<file path="src/rtl/gpio_ovr_pkg.sv">
package gpio_ovr_pkg;
  localparam int ADDR_W = 3;

  typedef enum logic [ADDR_W-1:0] {
    A_DIR  = 3'd0,
    A_LAT  = 3'd1,
    A_PORT = 3'd2,
    A_ASEL = 3'd3,
    A_ODEN = 3'd4
  } reg_addr_e;

  typedef struct packed {
    logic oe;
    logic o;
  } pad_drv_t;

  // Per-pin drive resolution: shutdown > force-out > force-in > direction,
  // with open-drain releasing any high drive value.
  function automatic pad_drv_t pin_drive(input logic dir_b, input logic lat_b,
                                         input logic od_b, input logic fo,
                                         input logic fv, input logic fi,
                                         input logic sd);
    pad_drv_t r;
    if (fo) begin
      r.oe = 1'b1;
      r.o  = fv;
    end else if (fi) begin
      r.oe = 1'b0;
      r.o  = lat_b;
    end else begin
      r.oe = ~dir_b;
      r.o  = lat_b;
    end
    if (od_b && r.o) r.oe = 1'b0;
    if (sd) r.oe = 1'b0;
    return r;
  endfunction
endpackage

</file>
<file path="src/rtl/gpio_ovr_regs.sv">
module gpio_ovr_regs
  import gpio_ovr_pkg::*;
#(
  parameter int NPIN = 5
) (
  input  logic              clk,
  input  logic              rst_n,
  input  logic              wr_en,
  input  logic [ADDR_W-1:0] addr,
  input  logic [NPIN-1:0]   wdata,
  output logic [NPIN-1:0]   dir_q,
  output logic [NPIN-1:0]   lat_q,
  output logic [NPIN-1:0]   asel_q,
  output logic [NPIN-1:0]   od_q,
  output logic              wr_dir,
  output logic              wr_lat
);
  logic wr_asel, wr_od;

  always_comb begin
    wr_dir  = 1'b0;
    wr_lat  = 1'b0;
    wr_asel = 1'b0;
    wr_od   = 1'b0;
    if (wr_en) begin
      case (reg_addr_e'(addr))
        A_DIR:          wr_dir  = 1'b1;
        A_LAT, A_PORT:  wr_lat  = 1'b1;
        A_ASEL:         wr_asel = 1'b1;
        A_ODEN:         wr_od   = 1'b1;
        default: ;
      endcase
    end
  end

  always_ff @(posedge clk or negedge rst_n) begin
    if (!rst_n) begin
      dir_q  <= '1;
      lat_q  <= '0;
      asel_q <= '1;
      od_q   <= '0;
    end else begin
      if (wr_dir)  dir_q  <= wdata;
      if (wr_lat)  lat_q  <= wdata;
      if (wr_asel) asel_q <= wdata;
      if (wr_od)   od_q   <= wdata;
    end
  end
endmodule

</file>
<file path="src/rtl/gpio_ovr_sync.sv">
module gpio_ovr_sync #(
  parameter int W      = 5,
  parameter int STAGES = 2
) (
  input  logic         clk,
  input  logic         rst_n,
  input  logic [W-1:0] d,
  output logic [W-1:0] q
);
  logic [W-1:0] stg [STAGES];

  for (genvar s = 0; s < STAGES; s++) begin : g_stage
    always_ff @(posedge clk or negedge rst_n) begin
      if (!rst_n) stg[s] <= '0;
      else if (s == 0) stg[s] <= d;
      else stg[s] <= stg[(s == 0) ? 0 : s-1];
    end
  end

  assign q = stg[STAGES-1];
endmodule

</file>
<file path="src/rtl/gpio_ovr_pinmux.sv">
module gpio_ovr_pinmux
  import gpio_ovr_pkg::*;
#(
  parameter int NPIN = 5
) (
  input  logic [NPIN-1:0] dir_q,
  input  logic [NPIN-1:0] lat_q,
  input  logic [NPIN-1:0] od_q,
  input  logic [NPIN-1:0] pf_out_en,
  input  logic [NPIN-1:0] pf_out_val,
  input  logic [NPIN-1:0] pf_in_en,
  input  logic [NPIN-1:0] pwm_shut,
  output logic [NPIN-1:0] pad_o,
  output logic [NPIN-1:0] pad_oe
);
  for (genvar i = 0; i < NPIN; i++) begin : g_pin
    pad_drv_t drv;
    assign drv = pin_drive(dir_q[i], lat_q[i], od_q[i], pf_out_en[i],
                           pf_out_val[i], pf_in_en[i], pwm_shut[i]);
    assign pad_o[i]  = drv.o;
    assign pad_oe[i] = drv.oe;
  end
endmodule

</file>
<file path="src/rtl/gpio_ovr_port.sv">
module gpio_ovr_port
  import gpio_ovr_pkg::*;
#(
  parameter int NPIN        = 5,
  parameter int SYNC_STAGES = 2
) (
  input  logic              clk,
  input  logic              rst_n,
  input  logic              wr_en,
  input  logic [ADDR_W-1:0] addr,
  input  logic [NPIN-1:0]   wdata,
  output logic [NPIN-1:0]   rdata,
  input  logic [NPIN-1:0]   pad_i,
  output logic [NPIN-1:0]   pad_o,
  output logic [NPIN-1:0]   pad_oe,
  output logic [NPIN-1:0]   pin_din,
  input  logic [NPIN-1:0]   pf_out_en,
  input  logic [NPIN-1:0]   pf_out_val,
  input  logic [NPIN-1:0]   pf_in_en,
  input  logic [NPIN-1:0]   pwm_shut
);
  logic [NPIN-1:0] dir_q, lat_q, asel_q, od_q;
  logic [NPIN-1:0] sync_q;
  logic            wr_dir, wr_lat;

  gpio_ovr_regs #(.NPIN(NPIN)) u_regs (
    .clk(clk), .rst_n(rst_n), .wr_en(wr_en), .addr(addr), .wdata(wdata),
    .dir_q(dir_q), .lat_q(lat_q), .asel_q(asel_q), .od_q(od_q),
    .wr_dir(wr_dir), .wr_lat(wr_lat)
  );

  gpio_ovr_sync #(.W(NPIN), .STAGES(SYNC_STAGES)) u_sync (
    .clk(clk), .rst_n(rst_n), .d(pad_i), .q(sync_q)
  );

  gpio_ovr_pinmux #(.NPIN(NPIN)) u_mux (
    .dir_q(dir_q), .lat_q(lat_q), .od_q(od_q),
    .pf_out_en(pf_out_en), .pf_out_val(pf_out_val), .pf_in_en(pf_in_en),
    .pwm_shut(pwm_shut), .pad_o(pad_o), .pad_oe(pad_oe)
  );

  // Analog-selected pins read as 0 on the digital path.
  assign pin_din = sync_q & ~asel_q;

  always_comb begin
    case (reg_addr_e'(addr))
      A_DIR:   rdata = dir_q;
      A_LAT:   rdata = lat_q;
      A_PORT:  rdata = pin_din;
      A_ASEL:  rdata = asel_q;
      A_ODEN:  rdata = od_q;
      default: rdata = '0;
    endcase
  end
endmodule

</file>
<file path="config.mk">
export PLATFORM = sky130hd
export DESIGN_NAME = gpio_ovr_port
export DESIGN_NICKNAME = d
export VERILOG_FILES = /design/src/rtl/gpio_ovr_pkg.sv /design/src/rtl/gpio_ovr_regs.sv /design/src/rtl/gpio_ovr_sync.sv /design/src/rtl/gpio_ovr_pinmux.sv /design/src/rtl/gpio_ovr_port.sv
export SDC_FILE = /design/constraint.sdc
export NUM_CORES = 1
export LEC_CHECK = 0
export CAP_MARGIN = 20
export CELL_PAD_IN_SITES_DETAIL_PLACEMENT = 1
export CELL_PAD_IN_SITES_GLOBAL_PLACEMENT = 2
export CORE_MARGIN = 4
export CORE_UTILIZATION = 27
export DETAILED_ROUTE_END_ITERATION = 8
export PLACE_DENSITY_LB_ADDON = 0.1
export SETUP_SLACK_MARGIN = 0.3
export SYNTH_ARGS = -nofsm -noshare
export SYNTH_HDL_FRONTEND = slang
export SYNTH_SLANG_ARGS = --single-unit
</file>
<file path="constraint.sdc">
create_clock -name clk -period 1.4 [get_ports clk]
set_input_delay 0.14 -clock clk [delete_from_list [all_inputs] [get_ports clk]]
set_output_delay 0.14 -clock clk [all_outputs]
set_load 0.01 [all_outputs]
</file>
Word level (Yosys, flattened, before mapping)
Cells that the tools add are included.
{"block": "word_totals", "register_bits": 30, "word_cells": 53, "in_bits": 36, "out_inout_bits": 20}
{"block": "op_classes", "eq_ne": 4, "reduce_logical": 7, "mux": 29, "bitwise_logic": 7}
{"cell": "5-bit case mux with 5 select lines", "count": 1}
{"cell": "2-bit two-way mux", "count": 10}
{"cell": "1-bit two-way mux", "count": 18}
{"cell": "3-bit by 2-bit equality test with 1-bit output, second input constant", "count": 2}
{"cell": "5-bit AND", "count": 1}
{"cell": "1-bit logical AND", "count": 5}
{"cell": "1-bit NOT", "count": 5}
{"cell": "5-bit NOT", "count": 1}
{"cell": "3-bit by 1-bit equality test with 1-bit output, second input constant", "count": 1}
{"cell": "3-bit equality test, second input constant", "count": 1}
{"cell": "3-bit zero test", "count": 1}
{"cell": "2-bit OR reduction", "count": 1}

Depth between registers and ports, before layout
Gate-level depths: netlist of run 1.
{"block": "depth", "depth_word": 6, "mapped_depth": 4, "ltp_nobuf": 3}

Modules after synthesis
Synthesis of run 1 repeated with hierarchy kept, for this count alone.
{"block": "unflattened", "hier_cells": 114, "area_unflattened_um2": 1551.5}
{"mod": "gpio_ovr_regs", "area_each_um2": 799.5, "cells_per_inst": 48, "n_inst": 1}
{"mod": "gpio_ovr_sync", "area_each_um2": 287.8, "cells_per_inst": 15, "n_inst": 1}
{"mod": "gpio_ovr_port", "area_each_um2": 276.5, "cells_per_inst": 36, "n_inst": 1}
{"mod": "gpio_ovr_pinmux", "area_each_um2": 187.7, "cells_per_inst": 15, "n_inst": 1}

Least setup slack after synthesis of run 1
OpenSTA, ideal clock, no wires.
{"block": "synth_path", "kind": "register -> output", "from": "reg u_regs.lat_q[0]", "to": "out pad_oe[0]", "path_stages_with_launch": 3, "path_buffers": 0, "arrival_ps": 1041, "setup_slack_ps": 219, "cell_sequence": "dfrtp_1 mux2_2 a211oi_1"}
{"block": "synth_between", "elab_chain_cells": 5}
{"element": "start, declared", "line_no": "gpio_ovr_regs.sv:12", "text": "output logic [NPIN-1:0] lat_q,"}
{"element": "start signal, assigned", "line_no": "gpio_ovr_regs.sv:44", "text": "if (wr_lat) lat_q <= wdata;"}
{"element": "2-bit two-way mux", "line_no": "gpio_ovr_pkg.sv:27", "text": "end else if (fi) begin"}
{"element": "2-bit two-way mux", "line_no": "gpio_ovr_pkg.sv:24", "text": "if (fo) begin"}
{"element": "named net pad_o[0]", "line_no": "gpio_ovr_port.sv:14", "text": "output logic [NPIN-1:0] pad_o,"}
{"element": "1-bit logical AND", "line_no": "gpio_ovr_pkg.sv:34", "text": "if (od_b && r.o) r.oe = 1'b0;"}
{"element": "1-bit two-way mux", "line_no": "gpio_ovr_pkg.sv:34"}
{"element": "1-bit two-way mux", "line_no": "gpio_ovr_pkg.sv:35", "text": "if (sd) r.oe = 1'b0;"}
{"element": "end, declared", "line_no": "gpio_ovr_port.sv:15", "text": "output logic [NPIN-1:0] pad_oe,"}
The timed path passes the listed nets, and every way through them passes these cells.

Final worst setup path of run 1
{"block": "layout_path", "from": "reg u_regs.dir_q[4]", "to": "out rdata[4]"}
{"block": "layout_between", "elab_chain_cells": 1}
{"element": "start, declared", "line_no": "gpio_ovr_regs.sv:11", "text": "output logic [NPIN-1:0] dir_q,"}
{"element": "start signal, assigned", "line_no": "gpio_ovr_regs.sv:43", "text": "if (wr_dir) dir_q <= wdata;"}
{"element": "5-bit case mux with 5 select lines", "line_no": "gpio_ovr_port.sv:46", "text": "case (reg_addr_e'(addr))"}
{"element": "end, declared", "line_no": "gpio_ovr_port.sv:12", "text": "output logic [NPIN-1:0] rdata,"}
No other way between the ends.

==> metrics.cfg, run 1 <==
[status]
outcome=complete, but fails checks
violations=negative setup slack

[sta]
final.setup.worst_slack_ps=-136
finalWorstPathRequiredPeriod_ps=1540
grt_setup_unrepaired=true
worstMarginPinSlew_ps=379
timing.clock.skew_ps=0.276
report.final.hold_viol_count=0
slew_viol_final=0
totalNegativeSetupSlack_ps=-592
setup_violations=9
max_clock_freq_mhz=651
relSlewSlack_pct=74.7
timing.final.crit_share_pct=110

[placement]
placement.io_buffers=55
globalplace.congestion=0.750
placed_cells_incl_taps=265
detailedPlacementHpwl_um=3700

[critical_path]
cpMaxStageDelayCell=dfstp_2
cp_cell_instances=nor3b_4 > a221oi_2 > o22ai_1 > buf_2
cp.required_ps=1260
max_stage_delay_ps=530
critical_path_fanouts_max=2
critical_path.startpoint_type=register
setup.worst_path.end_class=primary output
worstSetupPathType=register to primary output
worst_path_arrival_time_ps=1400

[die]
die_area_um2=6600
start_util_pct=28.2
die_y_um=81.3
die_w_um=81.3
coreArea_um2=5140
io-pin-count=56
rows=26

[cells_and_area]
final_layout_size_suffix_gt1_share_pct=66.8
fin_nets=252
final_cell_count_no_fill=287
antennaDiodeCount=0
area_growth_pct=89.4

[routing]
ant_nets=0
totalWireLength_um=4970
detailroute.via_count=1331
drt-vias-per-instance=4.64
drcViolationCount=0
dr_pass1_iterations=4
iteration_0_drc_count_of_the_detailed_router=31
detail_route.wl_per_cell_um=17.3

[logic_synthesis]
synthSimpleGateAreaFrac_pct=14.7
yosys_most_used_dff=dfrtp_1
netlist_instances=112
async_reset_ff_share_pct=100
synth_compound_gate_area_share_pct=10.0
syn-cell-area_um2=1450
synth.mux.area_fraction_pct=20.2
synth-xor-area-share_pct=0.604
yosys_warnings=0
synth_enable_flop_cells=0
synth_fa_ha_area_share_pct=0
syn_area_per_cell_um2=12.9
post_synth_num_cell_types=24
ys_ff_latch=30
main_combinational_cell_family_by_area_after_synthesis=multiplexers
mappedNetlistNets=148
synth.yosys.seq_area_share_pct=52.7

[min_path]
hold_path.class=input port to asynchronous set/reset pin

[cts]
cts_hold_repair.buffers=0
insertion_delay_ps=270
htree_levels=2
number_of_buffers_added_by_the_clock_tree_synthesis_step=5
clock_sinks=30
clock-root-buffer=clkbuf_8
clock_tree_from_tritoncts=built
ctsLongestPathBuffers=2
clk_transition_reported_paths_ps=70

[global_route]
pin_count_of_the_biggest_net_entering_global_routing=31
number_of_antenna_violations_at_the_first_check_in_global_routing=0
first_global_vias=1536
globalRouteOverflowTotal=0
grt_first_pass_wirelength_um=7940
global_routing_usage_summed_across_all_routing_layers_pct=16.1

[pwr]
powerDensity_nw_per_um2=1100
p_leak_nw=1.23
power.ir.vdd_worst_uv=524

[flow_run]
maxCapViolCount=0

-- worst max-delay path, delay by kind of cell (launching register included) --
family	cells	cell delay [ps]
and+or+nand+nor	1	180
AOI/OAI and AO/OA	2	240
buffers and inverters	1	170
DFF	1	530
-- state kept, by name (all words and copies together) (netlist names) --
signal	flops
u_regs.asel_q	5
u_regs.od_q	5
u_regs.lat_q	5
u_regs.dir_q	5
u_sync.q	5
u_sync.stg	5
-- what timing repair did --
item,in CTS,in global routing
resized for setup,140,23
pin swaps,15,7
setup endpoints to repair,40,35
endpoints found under the hold margin,0,0
gates cloned,0,0
buffers inserted,7,7
-- through the flow --
| stage | hold WS [ps] | instance area [um^2] | utilization (%) | power, mW | setup WS [ps] |
|---|---|---|---|---|---|
| 2_1_floorplan | -156 | 1500 | - | 1.53 | 295 |
| 3_3_place_gp | 332 | 2360 | 45.9 | 2.05 | -679 |
| 3_5_place_dp | 336 | 2360 | 45.9 | 2.09 | -672 |
| 4_1_cts | 258 | 2610 | 50.8 | 2.95 | -141 |
| 5_1_grt | 291 | 2740 | 53.4 | 3.19 | -193 |
| 6_report | 255 | 2740 | 53.4 | 3.01 | -136 |
-- area by class of cell --
class / count / area, um^2
fill: 567 / 2400
multi-input combinational: 77 / 880
inverter: 1 / 3.75
clock inverter: 1 / 5.00
sequential: 30 / 763
tap: 70 / 87.6
clock buffer: 7 / 86.3
timing repair buffer: 101 / 918
-- cell usage in the layout (no fill, tap or decap), drive strengths merged, types with 2 or more instances in the layout --
cell and n:
a211oi 5, a221oi 4, a22oi 4, and3 2, buf 69, clkbuf 7, clkdlybuf4s50 29, dfrtp 20
dfstp 10, dlygate4sd2 3, mux2 26, nor2 11, nor2b 8, nor3b 4, o22ai 5
-- report_power, final --
group / internal, mW / leakage (nW) / total (mW) / switching (mW)
Clock: 0.396 / 0.0482 / 0.711 / 0.315
Sequential: 1.06 / 0.341 / 1.18 / 0.122
Combinational: 0.721 / 0.842 / 1.12 / 0.399
Total: 2.18 / 1.23 / 3.01 / 0.835
-- Yosys cell counts, types with 2 or more instances --
master,count,area share (%)
nor2b_1,7,3.0
buf_2,3,1.0
a22oi_1,4,2.1
dfrtp_1,20,35
nor3b_1,4,2.1
dfstp_2,10,18
a221oi_1,4,2.4
mux2_2,26,20
o22ai_1,5,2.2
and3_1,2,0.86
nor2_1,10,2.6
a211oi_1,5,2.6
-- logic make-up after synthesis --
group,count (synthesis)
DFF,30
and+or+nand+nor,30
muxes,26
AOI/OAI and AO/OA,20
buffers and inverters,5
xor gates and xnor gates,1
-- layer usage --
layer / routed length, um / vias up / GRT usage, % / part of all wire (%)
li1: - / 630 / - / -
met1: 2010 / 661 / 18.8 / 40
met2: 2680 / 38 / 29.2 / 54
met3: 258 / 2 / 4.21 / 5.2
met4: 20 / 0 / 4.05 / 0.40
met5: 0 / - / 0 / 0
-- path summary, 6_finish.rpt --
path / start / to / slack [ps] / depth (start not counted)
min: rst_n / u_sync.stg[9] / 260 / 2
min in group clk: pad_i[2] / u_sync.stg[7] / 300 / 1
max: u_regs.dir_q[4] / rdata[4] / -140 / 4
max reg2reg: u_regs.asel_q[2] / u_regs.asel_q[2] / 460 / 3
min reg2reg: u_sync.stg[6] / u_sync.q[1] / 350 / 0
max in group asynchronous: rst_n / u_regs.dir_q[3] / 820 / 2
No activity file was read; power rests on OpenSTA's default activity.
==> run 2, diff against run 1 <==
Settings changed: CORE_MARGIN 4 to 2.
==> run 2 against run 1 <==
- the flow still finishes with violations (negative setup slack)
- clock power fell by 2%
- flip-flop and latch count unchanged
- register-to-register slack worse by 90 ps
- first-iteration DRC count fell by 32%
- critical path type unchanged
- critical endpoint unchanged
- highest routed layer unchanged
==> metrics.cfg, run 2 (synthesis gave the netlist of run 1 again) <==
[critical_path]
worst_path_arrival_time_ps=1430
critical_path.startpoint=u_regs.dir_q[4]
worst-r2r-setup-slack_ps=370
timing.rr.start=u_regs.asel_q[2]
worstRegToRegCells=4
critPathCapture=rdata[4]
worstSetupPathType=register to primary output
max_stage_delay_ps=530
critical_path.startpoint_type=register
regToRegEndpoint=u_regs.asel_q[2]
cp.required_ps=1260
cp_cell_instances=nor3b_2 > a221oi_2 > o22ai_1 > buf_2
critical_path_fanouts_max=2
cpMaxStageDelayCell=dfstp_2
setup.worst_path.end_class=primary output

[cells_and_area]
area_growth_pct=95.1
layout.cells.most_common_list=31 x buf_4, 30 x buf_6, 28 x clkdlybuf4s50_1
antennaDiodeCount=0
final_cell_count_no_fill=293
fin_nets=258
final_layout_size_suffix_gt1_share_pct=66.4
layout.cells.most_common=buf_4

[routing]
iteration_0_drc_count_of_the_detailed_router=21
totalWireLength_um=4890
detail_route.wl_per_cell_um=16.7
detailroute.via_count=1335
drt-vias-per-instance=4.56
drcViolationCount=0
dr_pass1_iterations=4
ant_nets=0

[sta]
report.final.hold_viol_count=0
timing.final.crit_share_pct=112
timing.clock.skew_ps=0.497
final.setup.worst_slack_ps=-168
finalWorstPathRequiredPeriod_ps=1570
relSlewSlack_pct=75.2
grt_setup_unrepaired=true
max_clock_freq_mhz=638
worstMarginPinSlew_ps=371
totalNegativeSetupSlack_ps=-695
setup_violations=10
slew_viol_final=0

[placement]
placed_cells_incl_taps=272
pre_cts_ws_ps=-702
detailedPlacementHpwl_um=3530
globalplace.congestion=0.738
placement.io_buffers=55

[global_route]
number_of_antenna_violations_at_the_first_check_in_global_routing=0
first_global_vias=1535
grt_first_pass_wirelength_um=7870
pin_count_of_the_biggest_net_entering_global_routing=31
global_routing_usage_summed_across_all_routing_layers_pct=17.0
globalRouteOverflowTotal=0

[die]
die_w_um=77.3
start_util_pct=28.2
rows=26
die_area_um2=5970
coreArea_um2=5140
io-pin-count=56
die_y_um=77.3

[pwr]
p_leak_nw=1.31
power.ir.vdd_worst_uv=522
powerDensity_nw_per_um2=1070

[flow_run]
maxCapViolCount=0

[cts]
insertion_delay_ps=280
ctsLongestPathBuffers=2
clk_transition_reported_paths_ps=60
cts_hold_repair.buffers=0
clock-root-buffer=clkbuf_8
htree_levels=2
clock_sinks=30
number_of_buffers_added_by_the_clock_tree_synthesis_step=5
clock_tree_from_tritoncts=built

[min_path]
hold_path.class=input port to asynchronous set/reset pin

[status]
outcome=complete, but fails checks
violations=negative setup slack

==> run 2: area by class of cell <==
type                            count  area (um^2)
Fill cell                         550         2310
Timing Repair Buffer              107         1000
Multi-Input combinational cell     77          877
Sequential cell                    30          763
Tap cell                           70         87.6
Clock buffer                        7         86.3
Clock inverter                      1         5.00
Inverter                            1         3.75
==> run 2: how the worst min path moves through the flow <==
stage                   from              end  slack [ps]  depth (start not counted)
3_3_place_gp   u_sync.stg[5]      u_sync.q[0]         330                          0
3_5_place_dp   u_sync.stg[8]      u_sync.q[3]         340                          0
6_report               rst_n    u_sync.stg[8]         240                          2
5_1_grt                rst_n    u_sync.stg[8]         270                          2
4_1_cts                rst_n    u_sync.stg[8]         240                          2
2_1_floorplan          rst_n  u_regs.lat_q[0]        -160                          0
==> run 2: critical path, delay by kind of cell (launching register included) <==
kind	cells	cell delay (ps)
compound gates	2	250
buf+inv	1	170
flops	1	530
simple gates	1	190
==> run 2: timing repair <==
action,4_1_cts,5_1_grt
setup buffers,6,7
endpoints found under the hold margin,0,0
pin swaps,15,6
setup endpoints to repair,40,35
resized for setup,142,25
==> run 2: power breakdown <==
part	switching [mW]	internal [mW]	leakage, nW
logic	0.406	0.757	0.924
registers	0.114	1.06	0.341
clock network	0.305	0.395	0.0482
==> run 2: per-stage QoR <==
stage / utilization, % / total power, mW / area (um^2) / hold slack (ps)
floorplan: - / 1.53 / 1500 / -156
global placement: 47.2 / 2.06 / 2420 / 331
detailed placement: 47.2 / 2.09 / 2420 / 339
CTS: 52.2 / 2.96 / 2680 / 245
global route: 55.0 / 3.22 / 2830 / 271
finish: 55.0 / 3.04 / 2830 / 239
==> run 2: per-layer routing <==
layer	vias up	share of wire, %	GRT usage, %
met5	-	0	0
met4	0	1.2	5.36
met3	7	4.4	3.88
met2	39	54	30.9
met1	655	41	19.5
li1	634	-	-
==> run 3, diff against run 2 <==
==> constraint.sdc (replaced) <==
create_clock -name clk -period 1.4 [get_ports clk]
set_input_delay 0.14 -clock clk [delete_from_list [all_inputs] [get_ports clk]]
set_output_delay 0.14 -clock clk [all_outputs]
set_load 0.02 [all_outputs]
==> run 3 against run 2 <==
- first-iteration DRC count grew 57%
- clock skew about the same
- the flow still finishes with violations (negative setup slack)
- sequential power about the same
- hold slack got worse by 22 ps
- die area unchanged
- largest power group is now combinational logic
==> metrics.cfg, run 3 (synthesis gave the netlist of run 1 again) <==
[sta]
worstMarginPinSlew_ps=235
slew_viol_final=0
setup_violations=10
final.setup.worst_slack_ps=-121
report.final.hold_viol_count=0
timing.final.crit_share_pct=109
grt_setup_unrepaired=true
relSlewSlack_pct=84.3
finalWorstPathRequiredPeriod_ps=1520
timing.clock.skew_ps=0.300
hold_ws_ps=217
max_clock_freq_mhz=657

[cells_and_area]
multi_input_comb_area_um2=940
final_layout_size_suffix_gt1_share_pct=70.9
fin_nets=248
final_cell_count_no_fill=283
antennaDiodeCount=0
post-route-util_pct=55.9
fillCellCount=560
layout.cells.most_common_list=31 x buf_4, 29 x buf_6, 26 x clkdlybuf4s50_1
area_growth_pct=98.4
layout.cells.most_common=buf_4
total_area_of_sequential_cells_um2=763

[cts]
htree_levels=2
clk_transition_reported_paths_ps=60
cts_hold_repair.buffers=0
clock-root-buffer=clkbuf_8
clock_sinks=30
insertion_delay_ps=280
ctsLongestPathBuffers=2
clock_tree_from_tritoncts=built
number_of_buffers_added_by_the_clock_tree_synthesis_step=5

[die]
coreArea_um2=5140
die_area_um2=5970
die_y_um=77.3
io-pin-count=56
die_w_um=77.3
start_util_pct=28.2
rows=26

[global_route]
global_routing_usage_summed_across_all_routing_layers_pct=17.1
globalRouteOverflowTotal=0
pin_count_of_the_biggest_net_entering_global_routing=31
grt_first_pass_wirelength_um=7820
number_of_antenna_violations_at_the_first_check_in_global_routing=0
first_global_vias=1534

[critical_path]
critical_path_fanouts_max=2
worstSetupPathType=register to primary output
timing.rr.start=u_regs.lat_q[3]
critical_path.startpoint=u_regs.asel_q[3]
worstRegToRegCells=2
cp.required_ps=1260
regToRegEndpoint=u_regs.lat_q[3]
critical_path.startpoint_type=register
setup.worst_path.end_class=primary output
worst_path_arrival_time_ps=1380
worst-r2r-setup-slack_ps=500

[pwr]
power.ir.vdd_worst_uv=636
powerDensity_nw_per_um2=1220
p_leak_nw=1.26
post-layout-total-power_mw=3.50

[routing]
drcViolationCount=0
detail_route.wl_per_cell_um=17.0
detailroute.via_count=1338
ant_nets=0
dr_pass1_iterations=4
iteration_0_drc_count_of_the_detailed_router=33
totalWireLength_um=4820
drt-vias-per-instance=4.73

[flow_run]
maxCapViolCount=0

[placement]
globalplace.congestion=0.784
placed_cells_incl_taps=264
placement.io_buffers=55
detailedPlacementHpwl_um=3550

[status]
violations=negative setup slack
outcome=complete, but fails checks

[min_path]
hold_path.class=input port to asynchronous set/reset pin

[run 3: changes by cell type in the layout (fill, tap and decap cells not counted), sizes merged]
cell / delta
clkdlybuf4s50: -2
dlymetal6s2s: -2
buf: -11
dlygate4sd2: +4
bufinv: +2
clkinv: -1
[run 3: metal layers]
| layer | share of wire (%) | GRT usage (%) |
|---|---|---|
| met1 | 39 | 18.6 |
| met4 | 2.2 | 6.43 |
| met3 | 4.4 | 4.82 |
| met5 | 0 | 0 |
| met2 | 54 | 31.4 |
[run 3: cell type report]
class | instances | area share, %
clock buffer | 6 | 2.87
clock inverter | 2 | 2.09
inverter | 1 | 0.131
multi-input combinational | 77 | 32.7
sequential | 30 | 26.6
tap | 70 | 3.05
timing repair buffer | 97 | 32.6
[run 3: how the worst max path moves through the flow]
stage	to	slack, ps	depth (start not counted)
after floorplan	rdata[0]	250	3
after CTS	rdata[3]	-130	4
after global placement	rdata[1]	-670	7
final	rdata[3]	-120	4
after global routing	rdata[0]	-180	4
after detailed placement	rdata[2]	-760	6
[run 3: critical path, cell delays in order (launching register included)]
cell      delay, ps
dfstp_2         550
nor2b_4          50
a221oi_2        250
o22ai_2         110
buf_6           140
[run 3: power breakdown]
group	leakage [nW]	internal [mW]	total [mW]	switching [mW]
clock network	0.0714	0.759	1.10	0.345
logic	0.846	0.729	1.22	0.487
registers	0.341	1.06	1.18	0.125
[run 3: through the flow]
step | setup slack, ps | TNS [ps] | area, um^2
finish | -121 | -942 | 2870
floorplan | 247 | 0 | 1620
CTS | -133 | -1050 | 2800
global placement | -670 | -14280 | 2480
detailed placement | -762 | -15300 | 2480
global route | -184 | -1440 | 2870
[run 3: timing repair]
action                                  4_1_cts  5_1_grt
buffers inserted                              8        3
resized for setup                           159       14
pin swaps                                    11        7
endpoints found under the setup margin       40       35
